[config.mk]
export PLATFORM = sky130hd
export DESIGN_NAME = twi_regfile
export DESIGN_NICKNAME = d
export VERILOG_FILES = /design/src/rtl/twi_pkg.sv /design/src/rtl/twi_cfg_bank.sv /design/src/rtl/twi_cmd_ctl.sv /design/src/rtl/twi_status.sv /design/src/rtl/twi_data_bank.sv /design/src/rtl/twi_regfile.sv
export SDC_FILE = /design/constraint.sdc
export NUM_CORES = 1
export LEC_CHECK = 0
export ABC_CLOCK_PERIOD_IN_PS = 2400
export BUFFER_PORTS_ARGS = -buffer_cell sky130_fd_sc_hd__buf_2
export CORE_MARGIN = 4
export CORE_UTILIZATION = 41
export DETAILED_ROUTE_END_ITERATION = 7
export PLACE_DENSITY = 0.66
export SYNTH_ARGS = -nofsm -noshare
export SYNTH_HDL_FRONTEND = slang
export SYNTH_SLANG_ARGS = --single-unit
[constraint.sdc]
create_clock -name clk -period 2.4 [get_ports clk]
set_clock_uncertainty 0.1 [all_clocks]
set_input_delay 0.24 -clock clk [delete_from_list [all_inputs] [get_ports clk]]
set_output_delay 0.24 -clock clk [all_outputs]
set_load 0.01 [all_outputs]
[src/rtl/twi_pkg.sv]
package twi_pkg;
  localparam int IDX_W = 4;

  localparam logic [IDX_W-1:0] RI_CLK_STD = 4'd0;
  localparam logic [IDX_W-1:0] RI_CLK_HS  = 4'd1;
  localparam logic [IDX_W-1:0] RI_CFG     = 4'd2;
  localparam logic [IDX_W-1:0] RI_CMD     = 4'd3;
  localparam logic [IDX_W-1:0] RI_SLV     = 4'd4;
  localparam logic [IDX_W-1:0] RI_DLO     = 4'd5;
  localparam logic [IDX_W-1:0] RI_DHI     = 4'd6;
  localparam logic [IDX_W-1:0] RI_STS     = 4'd7;
  localparam logic [IDX_W-1:0] RI_MSK     = 4'd8;
  localparam logic [IDX_W-1:0] RI_BUSY    = 4'd9;

  localparam int STS_W        = 5;
  localparam int STS_DONE     = 0;
  localparam int STS_BUSBUSY  = 4;

  localparam int HALF_W = 16;
  localparam logic [HALF_W-1:0] CLK_RST   = 16'h301F;
  localparam logic [HALF_W-1:0] CLK_WMASK = 16'hF3FF;
  localparam logic [HALF_W-1:0] CFG_RST   = 16'h3302;
  localparam logic [HALF_W-1:0] CFG_WMASK = 16'hFFF3;

  typedef enum logic [1:0] {
    XFER_WR   = 2'd0,
    XFER_RD   = 2'd1,
    XFER_WRRD = 2'd2
  } xfer_e;
endpackage

[src/rtl/twi_cfg_bank.sv]
module twi_cfg_bank
  import twi_pkg::*;
#(
  parameter int SLV_W = 10
) (
  input  logic                 clk,
  input  logic                 rst,
  input  logic                 wr_en,
  input  logic [IDX_W-1:0]     wr_idx,
  input  logic [HALF_W-1:0]    wdata,
  output logic [HALF_W-1:0]    clk_std,
  output logic [HALF_W-1:0]    clk_hs,
  output logic [HALF_W-1:0]    cfg,
  output logic [SLV_W-1:0]     slv,
  output logic [STS_W-1:0]     msk
);
  localparam int NCLK = 2;
  logic [NCLK-1:0][HALF_W-1:0] clk_q;

  for (genvar g = 0; g < NCLK; g++) begin : g_clk
    localparam logic [IDX_W-1:0] MY_IDX = (g == 0) ? RI_CLK_STD : RI_CLK_HS;
    logic [HALF_W-1:0] q;
    always_ff @(posedge clk) begin
      if (rst)                            q <= CLK_RST;
      else if (wr_en && wr_idx == MY_IDX) q <= wdata & CLK_WMASK;
    end
    assign clk_q[g] = q;
  end

  assign clk_std = clk_q[0];
  assign clk_hs  = clk_q[1];

  always_ff @(posedge clk) begin
    if (rst) begin
      cfg <= CFG_RST;
      slv <= '0;
      msk <= '0;
    end else if (wr_en) begin
      if (wr_idx == RI_CFG) cfg <= wdata & CFG_WMASK;
      if (wr_idx == RI_SLV) slv <= wdata[SLV_W-1:0];
      if (wr_idx == RI_MSK) msk <= wdata[STS_W-1:0];
    end
  end

  // undefined configuration bits never become set
  a_r2_cfg_holes: assert property (@(posedge clk) disable iff (rst)
    (cfg & ~CFG_WMASK) == '0);
endmodule

[src/rtl/twi_cmd_ctl.sv]
module twi_cmd_ctl
  import twi_pkg::*;
#(
  parameter int LW = 3
) (
  input  logic          clk,
  input  logic          rst,
  input  logic          cmd_wr,
  input  logic [1:0]    wr_type,
  input  logic [LW-1:0] wr_wl,
  input  logic [LW-1:0] wr_rl,
  input  logic          seq_done,
  output logic          busy_q,
  output logic          start_q,
  output logic [1:0]    type_q,
  output logic [LW-1:0] wl_q,
  output logic [LW-1:0] rl_q,
  output logic          fin,
  output logic          reject
);
  logic accept;
  assign accept = cmd_wr && !busy_q;
  assign reject = cmd_wr && busy_q;
  assign fin    = seq_done && busy_q;

  always_ff @(posedge clk) begin
    if (rst) begin
      busy_q  <= 1'b0;
      start_q <= 1'b0;
      type_q  <= '0;
      wl_q    <= '0;
      rl_q    <= '0;
    end else begin
      start_q <= 1'b0;
      if (accept) begin
        busy_q  <= 1'b1;
        start_q <= 1'b1;
        type_q  <= wr_type;
        wl_q    <= wr_wl;
        rl_q    <= wr_rl;
      end else if (fin) begin
        busy_q  <= 1'b0;
      end
    end
  end

  a_r3_one_shot: assert property (@(posedge clk) disable iff (rst)
    start_q |=> !start_q);
  a_r3_strobe_busy: assert property (@(posedge clk) disable iff (rst)
    start_q |-> busy_q);
  a_r4_fin_idle: assert property (@(posedge clk) disable iff (rst)
    fin |=> !busy_q);
  a_r7_reject_quiet: assert property (@(posedge clk) disable iff (rst)
    reject |=> (!start_q && $stable(type_q) && $stable(wl_q) && $stable(rl_q)));
endmodule

[src/rtl/twi_status.sv]
module twi_status
  import twi_pkg::*;
(
  input  logic             clk,
  input  logic             rst,
  input  logic [STS_W-1:0] set_vec,
  input  logic             clr_en,
  input  logic [STS_W-1:0] clr_vec,
  input  logic [STS_W-1:0] msk,
  output logic [STS_W-1:0] sts_q,
  output logic             irq_q
);
  logic [STS_W-1:0] clr_eff;
  assign clr_eff = clr_en ? clr_vec : '0;

  always_ff @(posedge clk) begin
    if (rst) begin
      sts_q <= '0;
      irq_q <= 1'b0;
    end else begin
      sts_q <= (sts_q & ~clr_eff) | set_vec;
      irq_q <= |(sts_q & msk);
    end
  end

  a_r4_done_sets: assert property (@(posedge clk) disable iff (rst)
    set_vec[STS_DONE] |=> sts_q[STS_DONE]);
  a_r5_w1c: assert property (@(posedge clk) disable iff (rst)
    (clr_en && ((clr_vec & ~set_vec) != '0)) |=>
      ((sts_q & $past(clr_vec & ~set_vec)) == '0));
  a_r6_irq_quiet: assert property (@(posedge clk) disable iff (rst)
    ((sts_q & msk) == '0) |=> !irq_q);
endmodule

[src/rtl/twi_data_bank.sv]
module twi_data_bank
  import twi_pkg::*;
#(
  parameter int DW     = 32,
  parameter int NBYTES = 8,
  parameter int LW     = $clog2(NBYTES)
) (
  input  logic                  clk,
  input  logic                  rst,
  input  logic                  wr_en,
  input  logic [IDX_W-1:0]      wr_idx,
  input  logic [DW-1:0]         wdata,
  input  logic                  load_en,
  input  logic [LW-1:0]         rlen_m1,
  input  logic [LW-1:0]         wlen_m1,
  input  logic [8*NBYTES-1:0]   rx_data,
  output logic [8*NBYTES-1:0]   words,
  output logic [8*NBYTES-1:0]   tx_data
);
  localparam int NW = (8 * NBYTES) / DW;
  logic [8*NBYTES-1:0] rx_kept;

  for (genvar b = 0; b < NBYTES; b++) begin : g_byte
    assign rx_kept[8*b +: 8] = (rlen_m1 >= LW'(b)) ? rx_data[8*b +: 8] : 8'h00;
    assign tx_data[8*b +: 8] = (wlen_m1 >= LW'(b)) ? words[8*b +: 8]   : 8'h00;
  end

  for (genvar w = 0; w < NW; w++) begin : g_word
    localparam logic [IDX_W-1:0] MY_IDX = RI_DLO + IDX_W'(w);
    always_ff @(posedge clk) begin
      if (rst)                            words[DW*w +: DW] <= '0;
      else if (load_en)                   words[DW*w +: DW] <= rx_kept[DW*w +: DW];
      else if (wr_en && wr_idx == MY_IDX) words[DW*w +: DW] <= wdata;
    end
  end

  a_r9_hold: assert property (@(posedge clk) disable iff (rst)
    (!load_en && !wr_en) |=> $stable(words));
  a_r8_top_zero: assert property (@(posedge clk) disable iff (rst)
    (wlen_m1 != LW'(NBYTES-1)) |-> (tx_data[8*NBYTES-1 -: 8] == 8'h00));
endmodule

[src/rtl/twi_regfile.sv]
module twi_regfile
  import twi_pkg::*;
#(
  parameter int DW     = 32,
  parameter int NBYTES = 8,
  parameter int SLV_W  = 10,
  parameter int ERR_W  = 4
) (
  input  logic                clk,
  input  logic                rst,
  input  logic                bus_en,
  input  logic                bus_we,
  input  logic [3:0]          bus_idx,
  input  logic [31:0]         bus_wdata,
  output logic [31:0]         bus_rdata,
  output logic                cmd_start,
  output logic [1:0]          cmd_type,
  output logic [2:0]          cmd_wlen_m1,
  output logic [2:0]          cmd_rlen_m1,
  output logic [9:0]          slave_addr,
  output logic [63:0]         tx_data,
  output logic [15:0]         cfg_word,
  output logic [15:0]         std_clk_word,
  output logic [15:0]         hs_clk_word,
  input  logic                seq_done,
  input  logic [3:0]          seq_err,
  input  logic [63:0]         rx_data,
  output logic                irq
);
  localparam int LW = $clog2(NBYTES);

  logic wr_en;
  assign wr_en = bus_en && bus_we;

  logic [STS_W-1:0] msk, sts;
  logic busy, fin, reject;
  logic [8*NBYTES-1:0] words;

  twi_cfg_bank #(.SLV_W(SLV_W)) u_cfg (
    .clk(clk), .rst(rst), .wr_en(wr_en), .wr_idx(bus_idx),
    .wdata(bus_wdata[HALF_W-1:0]),
    .clk_std(std_clk_word), .clk_hs(hs_clk_word), .cfg(cfg_word),
    .slv(slave_addr), .msk(msk)
  );

  twi_cmd_ctl #(.LW(LW)) u_cmd (
    .clk(clk), .rst(rst), .cmd_wr(wr_en && bus_idx == RI_CMD),
    .wr_type(bus_wdata[9:8]), .wr_wl(bus_wdata[4 +: LW]), .wr_rl(bus_wdata[0 +: LW]),
    .seq_done(seq_done), .busy_q(busy), .start_q(cmd_start),
    .type_q(cmd_type), .wl_q(cmd_wlen_m1), .rl_q(cmd_rlen_m1),
    .fin(fin), .reject(reject)
  );

  logic [STS_W-1:0] set_vec;
  always_comb begin
    set_vec = '0;
    if (fin) set_vec = {seq_err, 1'b1};
    if (reject) set_vec[STS_BUSBUSY] = 1'b1;
  end

  twi_status u_sts (
    .clk(clk), .rst(rst), .set_vec(set_vec),
    .clr_en(wr_en && bus_idx == RI_STS), .clr_vec(bus_wdata[STS_W-1:0]),
    .msk(msk), .sts_q(sts), .irq_q(irq)
  );

  logic load_en;
  assign load_en = fin && (seq_err == '0) && (cmd_type != XFER_WR);

  twi_data_bank #(.DW(DW), .NBYTES(NBYTES)) u_dat (
    .clk(clk), .rst(rst), .wr_en(wr_en), .wr_idx(bus_idx), .wdata(bus_wdata),
    .load_en(load_en), .rlen_m1(cmd_rlen_m1), .wlen_m1(cmd_wlen_m1),
    .rx_data(rx_data), .words(words), .tx_data(tx_data)
  );

  logic [31:0] rd_mux;
  always_comb begin
    rd_mux = '0;
    case (bus_idx)
      RI_CLK_STD: rd_mux[HALF_W-1:0] = std_clk_word;
      RI_CLK_HS:  rd_mux[HALF_W-1:0] = hs_clk_word;
      RI_CFG:     rd_mux[HALF_W-1:0] = cfg_word;
      RI_CMD:     rd_mux[9:0] = {cmd_type, 1'b0, cmd_wlen_m1, 1'b0, cmd_rlen_m1};
      RI_SLV:     rd_mux[SLV_W-1:0] = slave_addr;
      RI_DLO:     rd_mux = words[31:0];
      RI_DHI:     rd_mux = words[63:32];
      RI_STS:     rd_mux[STS_W-1:0] = sts;
      RI_MSK:     rd_mux[STS_W-1:0] = msk;
      RI_BUSY:    rd_mux[0] = busy;
      default:    rd_mux = '0;
    endcase
  end

  always_ff @(posedge clk) begin
    if (rst)                   bus_rdata <= '0;
    else if (bus_en && !bus_we) bus_rdata <= rd_mux;
  end

  // a finished transfer is always recorded with the done flag
  a_r4_fin_recorded: assert property (@(posedge clk) disable iff (rst)
    fin |=> (sts[STS_DONE] && !busy));
  // a rejected command leaves its mark in the bus-busy flag
  a_r7_flagged: assert property (@(posedge clk) disable iff (rst)
    reject |=> sts[STS_BUSBUSY]);
endmodule

# After elaboration in Yosys (flattened, before gate mapping)
# Cells that the tools add are included.
[totals]
regBits = 169
input_bits = 109
[op_classes]
n_lt_le_gt_ge = 16
n_eq_ne = 9
mux = 31
n_bitwise = 4
reduce_logical = 25
[ops]
columns = ["operator", "count"]
rows = [
  ["32-bit two-way mux", 4],
  ["8-bit two-way mux", 16],
  ["4-bit one-hot mux with 9 select lines", 1],
  ["5-bit one-hot mux with 7 select lines", 1],
  ["16-bit one-hot mux with 2 select lines", 1],
  ["6-bit one-hot mux with 5 select lines", 1],
  ["3-bit greater-or-equal comparator (second input constant)", 8],
  ["4-bit by 3-bit equality test with 1-bit output (second input constant)", 4],
  ["1-bit logical AND", 13],
  ["3-bit by 1-bit greater-or-equal comparator with 1-bit output (second input constant)", 4],
  ["3-bit by 2-bit greater-or-equal comparator with 1-bit output (second input constant)", 4],
  ["5-bit bitwise AND", 2],
  ["5-bit two-way mux", 2],
  ["1-bit one-hot mux with 10 select lines", 1],
  ["4-bit by 2-bit equality test with 1-bit output (second input constant)", 2],
  ["4-bit equality test (second input constant)", 2],
  ["4-bit logical NOT", 2],
  ["2-bit nonzero test", 4],
  ["2-bit AND reduction", 3],
  ["5-bit NOT", 1],
  ["5-bit bitwise OR", 1],
  ["5-bit OR reduction", 1],
  ["4-bit by 1-bit equality test with 1-bit output (second input constant)", 1],
  ["1-bit two-way mux", 4],
  ["1-bit logical NOT", 2],
]

# Logic depth before layout (Yosys ltp)
# Gate-level depths: netlist of run 1.
[logic_depth]
depth_word = 6
ltp_mapped = 7

# By module
# Synthesis of run 1 repeated with hierarchy kept, for this count alone.
[hier_totals]
hier_cells = 991
hier_area_um2 = 9087.5
[modules_own_cells]
columns = ["mod", "n_inst", "cells_each", "area_per_inst_um2", "seq_area_each_um2"]
rows = [
  ["twi_data_bank", 1, 428, 3791.1, 1281.2],
  ["twi_cfg_bank", 1, 227, 2392.3, 1141.1],
  ["twi_regfile", 1, 273, 2228.4, 640.6],
  ["twi_cmd_ctl", 1, 44, 445.4, 200.2],
  ["twi_status", 1, 19, 230.2, 120.1],
]

# Worst setup path after synthesis of run 1
# OpenSTA, ideal clock, no wires.
[synth_timing]
kind = "in2reg"
from = "input port bus_idx[2]"
to = "register bus_rdata[8]"
arrival_time_ns = 1.359
setup_slack_ns = 0.824
stages = 6
path_cell_list = "buf_4 -> buf_2 -> mux2_2 -> a22oi_1 -> o221ai_1 -> a22o_1"
[synth_via]
elab_chain_len = 2
elab_cells_between_ends = 8
cone_classes = "eq/ne (6); mux (1); reduce/logical (1)"
[synth_rtl]
columns = ["element", "line", "rtl"]
rows = [
  ["from (decl)", "twi_regfile.sv:13", "input logic [3:0] bus_idx,"],
  ["4-bit by 3-bit equality test with 1-bit output, or another cell as far along", "twi_regfile.sv:79", "case (bus_idx)"],
  ["5-bit one-hot mux with 7 select lines (*)", "twi_regfile.sv:79", ""],
  ["to (signal assigned)", "twi_regfile.sv:96", "else if (bus_en && !bus_we) bus_rdata <= rd_mux;"],
  ["to (decl)", "twi_regfile.sv:15", "output logic [31:0] bus_rdata,"],
]
# Every way passes the cells marked *; elsewhere a longest branch is shown, timed or not.
# A chain may end at the register's enable or synchronous reset.

# Worst setup path after layout of run 1
[layout_timing]
from = "register u_cmd.wl_q[2]"
to = "output port tx_data[45]"
[layout_via]
elab_chain_len = 2
[layout_rtl]
columns = ["element", "line", "rtl"]
rows = [
  ["from (decl)", "twi_cmd_ctl.sv:16", "output logic [LW-1:0] wl_q,"],
  ["from (signal assigned)", "twi_cmd_ctl.sv:39", "wl_q <= wr_wl;"],
  ["3-bit greater-or-equal comparator", "twi_data_bank.sv:25", "assign tx_data[8*b +: 8] = (wlen_m1 >= LW'(b)) ? words[8*b +: 8] : 8'h00;"],
  ["8-bit two-way mux", "twi_data_bank.sv:25", ""],
  ["to (decl)", "twi_regfile.sv:21", "output logic [63:0] tx_data,"],
]
# Every way passes these cells.

==> results.md, run 1 <==
* Status: completed
* Tcrit/Tclk final at 94.42%
* IO Count at 273
* CTS Buffer Depth at 2
* Largest net degree at the start of global routing at 117
* Horiz. Die Dim at 154.6 um
* Iter 0 DRT Violations at 923
* Post-synth EDFFs at 0
* Dpl hpwl at 23,500 um
* Core area at 21,090 um^2
* Yosys top cell by area: dfxtp_1
* Root Driver: clkbuf_16
* Worst hold margin at 19.40 ps
* Wire per inst at 20.65 um
* Most used flip-flop cell after synthesis: dfxtp_1
* Sequential cell area fraction in the yosys report at 38.41%
* Unrepaired setup endpoints after global routing: no
* Mean Syn Cell Area at 8.178 um^2
* Antenna diode count at 0
* Worst Setup Path Type: flop to output pin
* Clock sink count at 169
* Initial Util at 41.76%
* Cell Pwr Density at 554.0 nW/um^2
* Drc violations at 0
* Crit path capture type: output pin
* TritonCTS clock tree: done
* MaxCap Viol Count at 0
* Clk pin slew, worst setup/hold paths at 60 ps
* Synth cell types at 67
* Die Y-Extent at 154.6 um
* Initial antenna violation count at 0
* First-pass GRT wire length at 51,220 um
* Final Wtd Congestion at 0.8929
* Setup tns final at 0 ps
* Hold Crit Class: input port to flop
* Startpoint Class: flop
* Register bit total from synthesis at 169
* # port buffers at 266
* Layout cells sized above 1 at 27.08%
* Max Fclk at 0.4413 GHz
* Routed Antenna Nets at 0
* Vias in the first global route at 8,723
* Worst path required time at 2060 ps
* Worst-path fanout max at 10
* Synth warn at 0
* Layout overhead on the synthesized area at 30.12%
* Worst-Skew Late Latency at 430 ps
* Total gr overflow at 0
* Number of iterations in the first detailed-routing pass at 6
* Fillers at 1,956
* Total CTS buffers at 17
* Critical path, cell by cell: buf_4 -> o21a_1 -> and2_1 -> buf_2
* Crit path time final at 2266 ps
* Post-CTS Setup Bufs at 0
* Area of the die at 23,890 um^2
* Worst-margin pin slew at 646.1 ps
* Leakage at 0.004982 uW
* Slew Limit Fails at 0
* Worst vdd ir at 522.4 uV
* Nets@finish at 1,455
* Cells after synthesis at 1,077
* Final Setup Violations at 0
* Cell row count at 53
* Post-Syn Area at 8807 um^2
* Yosys top cell area share at 38.41%
* CP arrival at 1930 ps
* Hold Vio Cnt, Final at 0
* Total vias in the final route at 9,396
* DR vias/cell at 5.750
* Slew HR at 56.93%
* Gr usage total at 27.16%
* Sum of routed wire length over all layers at 33,730 um
* Critical-path top delay cell: dfxtp_1
* FFs w/ async S/R, synth at 0%
* H-tree depth at 4
* Top area cells in the synthesized netlist: dfxtp_1, a21oi_1, and3_1
* Max incr delay on CP at 580 ps
## worst max-delay path, delay by kind of cell, from the launching register on
| kind | cells | cell delay (ps) |
|---|---|---|
| flops | 1 | 580 |
| simple gates | 1 | 200 |
| compound gates | 1 | 320 |
| buf+inv | 2 | 400 |
## flip-flops by register name, summed over array words and instances (netlist names)
register / flops
bus_rdata: 32
u_cfg.cfg: 14
u_cfg.clk_hs: 14
u_cfg.clk_std: 14
u_cfg.msk: 5
u_cfg.slv: 10
u_cmd.busy_q: 1
u_cmd.rl_q: 3
u_cmd.start_q: 1
u_cmd.type_q: 2
u_cmd.wl_q: 3
u_dat.words: 64
u_sts.irq_q: 1
u_sts.sts_q: 5
## metal layers
layer | GRT usage, % | routed length (um) | part of all wire, %
met3 | 5.288 | 3001 | 8.9
met5 | 0 | 0 | 0
met2 | 42.24 | 15450 | 46
met1 | 38.06 | 14340 | 43
met4 | 8.663 | 940 | 2.8
## layout make-up
type	count	area [um^2]	share of cell area, %
clock inverters	13	143.9	1.256
multi-input cells	790	4821	42.07
clock buffers	19	452.9	3.952
well taps	275	344.1	3.003
flip-flops and latches	169	3383	29.52
repair buffers	366	2307	20.13
inverters	2	7.507	0.06551
## cells by family (layout without fill, tap and decap cells)
kind of cell           count (synthesis)  after routing  share of synthesized area (%)
buffers and inverters                123            400                          7.402
DFF                                  169            169                          38.41
and+or+nand+nor                      436            436                          26.17
AOI/OAI and AO/OA                    308            308                          23.04
other                                  1              6                        0.04258
muxes                                 40             40                          4.930
## where the power goes
group,internal [uW],total [uW],switching (uW)
Sequential,2840,2880,31.3
Clock,1600,2820,1230
Combinational,275,651,376
## per-stage QoR
step / power (uW) / area [um^2] / setup WS, ps / util (%) / instances
3_5_place_dp: 3496 / 10220 / 299.7 / 48.48 / 1538
3_3_place_gp: 3492 / 10220 / 367.9 / 48.48 / 1538
4_1_cts: 6363 / 11460 / 70.42 / 54.34 / 1634
5_1_grt: 6541 / 11460 / 47.36 / 54.34 / 1634
6_report: 6349 / 11460 / 133.8 / 54.34 / 1634
2_1_floorplan: 3242 / 8826 / 823.8 / - / 1082
## cells in the mapped netlist (3+ instances only)
| master | instances |
|---|---|
| a211oi_1 | 14 |
| a311oi_1 | 4 |
| and3b_1 | 5 |
| nand3b_1 | 24 |
| a32oi_1 | 9 |
| and3_1 | 73 |
| o21ai_0 | 36 |
| dfxtp_1 | 169 |
| a22oi_1 | 17 |
| buf_2 | 27 |
| a21oi_2 | 3 |
| nand2_2 | 3 |
| nor2b_1 | 33 |
| nand2_1 | 117 |
| nor3_1 | 19 |
| buf_4 | 22 |
| mux2i_1 | 31 |
| o21ai_1 | 24 |
| a2bb2oi_1 | 3 |
| a22o_1 | 5 |
| and2_1 | 21 |
| a21boi_0 | 56 |
| a21o_1 | 3 |
| or2_2 | 3 |
| buf_6 | 8 |
| nand3_1 | 62 |
| a221oi_1 | 21 |
| clkbuf_1 | 58 |
| buf_1 | 3 |
| mux2_2 | 7 |
| a21oi_1 | 93 |
| nor2_1 | 56 |
## what timing repair did
item	CTS	global route
resized for setup	0	1
hold buffers	64	0
endpoints found under the hold margin	69	0
endpoints found under the setup margin	0	3
## worst paths after layout
kind         depth (start not counted)           from              end  slack, ps
max                                  4  u_cmd.wl_q[2]      tx_data[45]        130
min                                  3     rx_data[4]   u_dat.words[4]         20
max reg2reg                          4   u_cmd.busy_q  u_dat.words[63]        620
min reg2reg                          2  bus_rdata[10]    bus_rdata[10]        350
## layout by cell type, fill, tap and decap left out, drive strengths merged, types with 3 or more instances in the layout
cell         count
a311oi           4
dfxtp          169
and3            73
a32oi            9
a21boi          56
buf            302
and2            24
nand3b          24
a21o             3
mux2i           31
a21oi           96
nor2b           34
dlygate4sd3     64
nand3           62
and3b            5
clkbuf          19
a2bb2oi          3
mux2             7
nor3            19
or2              4
nor2            57
a211oi          14
inv              4
clkinvlp         4
a22o             5
a221oi          21
nor4             3
o21ai           60
clkinv           5
conb             6
a22oi           17
nand2          120
Note: power is estimated with default switching activity, not from simulation.
==> inputs of run 2 (changes only) <==
--- a/config.mk
+++ b/config.mk
@@ -7,10 +7,11 @@
 export LEC_CHECK = 0
 export ABC_CLOCK_PERIOD_IN_PS = 2400
 export BUFFER_PORTS_ARGS = -buffer_cell sky130_fd_sc_hd__buf_2
-export CORE_MARGIN = 4
+export CORE_MARGIN = 5
 export CORE_UTILIZATION = 41
 export DETAILED_ROUTE_END_ITERATION = 7
 export PLACE_DENSITY = 0.66
+export REMOVE_ABC_BUFFERS = 1
 export SYNTH_ARGS = -nofsm -noshare
 export SYNTH_HDL_FRONTEND = slang
 export SYNTH_SLANG_ARGS = --single-unit
==> results.md, run 2 (synthesis gave the netlist of run 1 again) <==
* Status: completed
* Worst Setup Path Type: flop to output pin
* Sum of routed wire length over all layers at 34,480 um
* Sequential share of power at 46.3%
* First-pass GRT wire length at 52,070 um
* Post-CTS Setup Bufs at 0
* Area of the die at 24,510 um^2
* Power share of the clock group at 43.2%
* Cell Pwr Density at 541.3 nW/um^2
* IO Count at 273
* # hold bufs at CTS at 66
* CTS Buffer Depth at 2
* Max reg flops at 64
* DR vias/cell at 5.717
* Layout overhead on the synthesized area at 30.30%
* Placed Instance Area at 10,250 um^2
* Core area at 21,090 um^2
* Worst Path Buf+Inv at 1
* # port buffers at 266
* NetSw at 1629 uW
* MaxCap Viol Count at 0
* Initial Util at 41.76%
* Horiz. Die Dim at 156.6 um
* Final Cell Area at 11,480 um^2
* Area taken by multi-input logic gates at 4823 um^2
* Clk pin slew, worst setup/hold paths at 70 ps
* Worst-path fanout max at 10
* Worst-Skew Late Latency at 430 ps
* Worst-margin pin slew at 857.5 ps
* Slew HR at 42.62%
* Regs by FF count: u_dat.words (64), bus_rdata (32)
* Crit path capture type: output pin
* Unrepaired setup endpoints after global routing: no
* Fillers at 2,030
* Delay-heaviest family, CP: simple AND/OR/NAND/NOR gates
* Worst hold margin at 18.43 ps
* Total vias in the final route at 9,387
* Iter 0 DRT Violations at 796
* Layout cells sized above 1 at 27.31%
* Cell row count at 53
* Root Driver: clkbuf_16
* Dpl hpwl at 23,120 um
* Logic pwr share at 10.5%
* Clock sink count at 169
* Startpoint Class: flop
* Switching Share at 26.23%
* Hold Crit Class: input port to flop
* Most frequent cells in the layout: buf_2, dfxtp_1, nand2_1
* Final Setup Violations at 0
* Worst path required time at 2060 ps
* Final Wtd Congestion at 0.8965
* Die Y-Extent at 156.6 um
* Sequential Area at 3383 um^2
* Commonest non-fill, non-tap cell in the layout: buf_2
* Total CTS buffers at 17
* Hold Vio Cnt, Final at 0
* Max incr delay on CP at 650 ps
* Total gr overflow at 0
* Crit path time final at 2300 ps
* Gr usage total at 27.17%
* Reg with most FFs: u_dat.words
* Int Pwr at 4582 uW
* Critical path, cell by cell: and2_0 -> and3_1 -> buf_2
* Leakage at 0.004991 uW
* Post-CTS resize count at 0
* Nets@finish at 1,462
* Initial antenna violation count at 2
* Largest net degree at the start of global routing at 70
* Wire per inst at 21.00 um
* CP arrival at 1960 ps
* Max Fclk at 0.4348 GHz
* Routed Antenna Nets at 0
* H-tree depth at 4
* Critical-path top delay cell: dfxtp_1
* Slew Limit Fails at 0
* Number of iterations in the first detailed-routing pass at 5
* Tcrit/Tclk final at 95.83%
* Worst vdd ir at 466.6 uV
* TritonCTS clock tree: done
* Drc violations at 0
* Vias in the first global route at 8,813
-- run 2: changes by cell type in the layout (fill, tap and decap cells not counted) --
cell	before	now
buf_12	5	4
clkinv_2	2	4
diode_2	0	1
bufinv_16	2	1
buf_4	32	38
and2_1	22	21
inv_6	2	3
and2_0	0	1
and4b_4	0	1
clkinv_4	3	2
and4b_2	1	0
dlygate4sd3_1	64	66
clkbuf_8	2	1
-- run 2: cell type report --
class	count	share of cell area (%)
diodes	1	0.02181
clock buffers	18	3.827
clock inverters	14	1.079
inverters	2	0.06542
multi-input cells	790	42.03
flip-flops and latches	169	29.48
well taps	275	2.998
repair buffers	373	20.50
-- run 2: per-stage QoR --
stage / TNS [ps] / setup slack, ps / power (uW) / utilization, % / cells
floorplan: -54730 / -895.5 / 3135 / - / 961
global placement: 0 / 378.5 / 3491 / 48.61 / 1543
detailed placement: 0 / 327.6 / 3497 / 48.61 / 1543
CTS: 0 / 121.8 / 6231 / 54.41 / 1641
global route: 0 / 45.37 / 6405 / 54.42 / 1642
finish: 0 / 100.0 / 6211 / 54.42 / 1642
-- run 2: path summary, 6_finish.rpt --
path	from	endpoint	slack (ps)	cells past startpoint
worst max-delay path	u_cmd.wl_q[2]	tx_data[60]	100	3
worst min register to register	bus_rdata[10]	bus_rdata[10]	360	2
worst min-delay path	rx_data[57]	u_dat.words[57]	20	3
worst max register to register	u_cmd.busy_q	u_dat.words[5]	690	4
-- run 2: worst register-to-register path, cell delays in order, from the launching register on --
cell and delay (ps):
dfxtp_1 650, o2111ai_4 180, buf_4 320, nor2_1 260, a211oi_1 60
-- run 2: metal layers --
metal | GRT usage (%) | vias up | wire (um)
met1 | 37.36 | 4487 | 14760
li1 | - | 4400 | -
met4 | 7.769 | 2 | 733
met2 | 42.54 | 451 | 16040
met5 | 0 | - | 13
met3 | 6.692 | 47 | 2931
-- run 2: power groups by stage --
stage	logic (uW)	clock network, uW	registers [uW]
after detailed placement	557	0	2940
final	650	2690	2880
after global routing	699	2830	2880
after global placement	552	0	2940
after CTS	642	2710	2880
after floorplan	189	0	2950
==> inputs of run 3 (changes only) <==
--- a/config.mk
+++ b/config.mk
@@ -14,4 +14,5 @@
 export REMOVE_ABC_BUFFERS = 1
 export SYNTH_ARGS = -nofsm -noshare
 export SYNTH_HDL_FRONTEND = slang
+export SYNTH_HIERARCHICAL = 1
 export SYNTH_SLANG_ARGS = --single-unit
==> results.md, run 3 <==
* Synth cell types at 73
* Total gr overflow at 0
* Initial Util at 41.64%
* Commonest non-fill, non-tap cell in the layout: buf_2
* Hold Vio Cnt, Final at 0
* FF-to-FF path depth at 8
* Cells after synthesis at 991
* Yosys top cell by area: dfxtp_1
* Final Wtd Congestion at 0.9445
* FFs w/ async S/R, synth at 0%
* Worst reg2reg path startpoint: u_cmd/busy_q
* IO Count at 273
* Startpoint Class: flop
* Worst-margin pin slew at 755.7 ps
* Leakage at 0.004923 uW
* Synth warn at 6
* Status: completed
* Final Cell Area at 11,490 um^2
* First-pass GRT wire length at 52,890 um
* Synth top cells by count: dfxtp_1, nor2_1, mux2i_1
* Sum of routed wire length over all layers at 35,150 um
* Max reg flops at 64
* Crit path time final at 2307 ps
* Most frequent cells in the layout: buf_2, dfxtp_1, nor2_1
* Cell row count at 54
* Core area at 21,820 um^2
* Unrepaired setup endpoints after global routing: no
* Worst-Skew Late Latency at 420 ps
* Gr usage total at 26.24%
* Fillers at 2,079
* Total power at 6625 uW
* Slew HR at 49.40%
* Wire per inst at 22.81 um
* Placed Instance Area at 10,670 um^2
* Horiz. Die Dim at 158.9 um
* # port buffers at 266
* Total vias in the final route at 9,050
* Mean Syn Cell Area at 9.170 um^2
* Nets@finish at 1,355
* Dpl hpwl at 25,180 um
* TritonCTS clock tree: done
* WHS Path Cells at 3
* Post-Syn Area at 9087 um^2
* Largest net degree at the start of global routing at 76
* CP arrival at 2540 ps
* Top area cells in the synthesized netlist: dfxtp_1, mux2i_1, a221oi_2
* Reg with most FFs: u_dat/words
* Regs by FF count: u_dat/words (64), bus_rdata (32)
* MaxCap Viol Count at 0
* Post-synth EDFFs at 0
* Worst-path fanout max at 36
* Hold Startpoint: bus_wdata[13]
* Tcrit/Tclk final at 96.12%
* Vias in the first global route at 8,923
* Worst Setup Path Type: flop to flop
* H-tree depth at 4
* Worst path required time at 2630 ps
* Routed Antenna Nets at 0
* Crit path capture type: flop
* Register bit total from synthesis at 169
* Iter 0 DRT Violations at 728
* Drc violations at 0
* Layout cells sized above 1 at 33.39%
* Most used flip-flop cell after synthesis: dfxtp_1
* Hold Crit Class: input port to flop
* Hold Path Sink: u_cfg/clk_hs[13]
* DR vias/cell at 5.873
* Clk pin slew, worst setup/hold paths at 70 ps
* RR Endpoint: u_dat/words[37]
* CTS Buffer Depth at 2
* R2R setup slack at 90 ps
* Yosys top cell area share at 37.23%
* Slew Limit Fails at 0
* Number of iterations in the first detailed-routing pass at 5
* Max Fclk at 0.4335 GHz
* Top-count cell post-synth: dfxtp_1
* Worst vdd ir at 515.2 uV
* Total CTS buffers at 17
* Root Driver: clkbuf_16
* Post-CTS Setup Bufs at 0
* Sequential cell area fraction in the yosys report at 37.23%
* Final Setup Violations at 0
* Area of the die at 25,240 um^2
* Layout overhead on the synthesized area at 26.41%
* Cell Pwr Density at 576.7 nW/um^2
* Initial antenna violation count at 3
* Clock sink count at 169
* Die Y-Extent at 158.9 um
run 3: changes by cell type after synthesis, sizes merged, moves of 17 or more:
cell	change
nand2	-93
nand2b	+64
a21oi	-57
and3	-56
a21boi	-51
nor2	+51
nand3	-39
mux2i	+38
a221oi	+37
o21ai	-32
clkbuf	-29
nor2b	+25
nand3b	-19
a311oi	+17
run 3: through the flow:
stage	utilization [%]	hold slack, ps	std cells	worst slack [ps]	setup TNS, ps
detailed placement	48.90	371.9	1492	54.26	0
CTS	52.50	3.721	1537	57.62	0
global placement	48.90	365.8	1492	104.4	0
global route	52.64	17.28	1541	8.732	0
finish	52.64	14.21	1541	93.20	0
floorplan	-	206.2	891	-12020	-639010
run 3: repair_timing:
item	4_1_cts	5_1_grt
resized for setup	0	3
hold buffers	14	0
endpoints found under the hold margin	13	0
endpoints found under the setup margin	0	17
run 3: report_power, final:
part	internal (uW)	leakage [uW]	switching, uW
registers	2850	0.00137	32.5
clock network	1850	0.000302	1220
logic	274	0.00325	402
total	4970	0.00492	1650
run 3: area by class of cell:
cell class / count / area (um^2) / area share, %
clock buffer: 17 / 425.4 / 3.703
clock inverter: 14 / 220.2 / 1.917
tap: 280 / 350.3 / 3.050
antenna: 3 / 7.507 / 0.06535
timing repair buffer: 335 / 1978 / 17.22
inverter: 3 / 11.26 / 0.09803
sequential: 169 / 3383 / 29.45
multi-input combinational: 720 / 5111 / 44.49
run 3: how the worst max path moves through the flow:
stage / to / slack, ps / start
floorplan: u_dat/words[10] / -12020 / u_cmd/busy_q
global placement: u_dat/words[63] / 100 / seq_done
detailed placement: u_dat/words[37] / 50 / seq_done
CTS: u_dat/words[37] / 60 / u_cmd/busy_q
global route: u_dat/words[54] / 9 / u_cmd/busy_q
finish: u_dat/words[37] / 90 / u_cmd/busy_q
run 3: logic make-up (layout without fill, tap and decap cells):
| logic type | after synthesis | after routing | synth area share, % |
|---|---|---|---|
| compound gates | 250 | 251 | 22.87 |
| buf+inv | 108 | 369 | 7.311 |
| flops | 169 | 169 | 37.23 |
| mux | 76 | 76 | 8.715 |
| other cells | 1 | 9 | 0.04127 |
| simple gates | 387 | 387 | 23.83 |
run 3: worst max-delay path, stage by stage, from the launching register on:
cell	delay, ps
dfxtp_1	320
and2_1	230
o211ai_1	150
nor4_2	330
buf_12	230
buf_12	220
buf_4	220
nand3_1	110
a311oi_2	300
run 3: per-layer routing:
layer | share of wire, % | wire, um | vias to the layer above | global-route usage, %
met1 | 42 | 14920 | 4348 | 35.15
met5 | 0 | 0 | - | 0
met2 | 47 | 16560 | 494 | 42.29
met4 | 2.4 | 827 | 0 | 9.383
met3 | 8.1 | 2839 | 60 | 5.080
li1 | - | - | 4148 | -
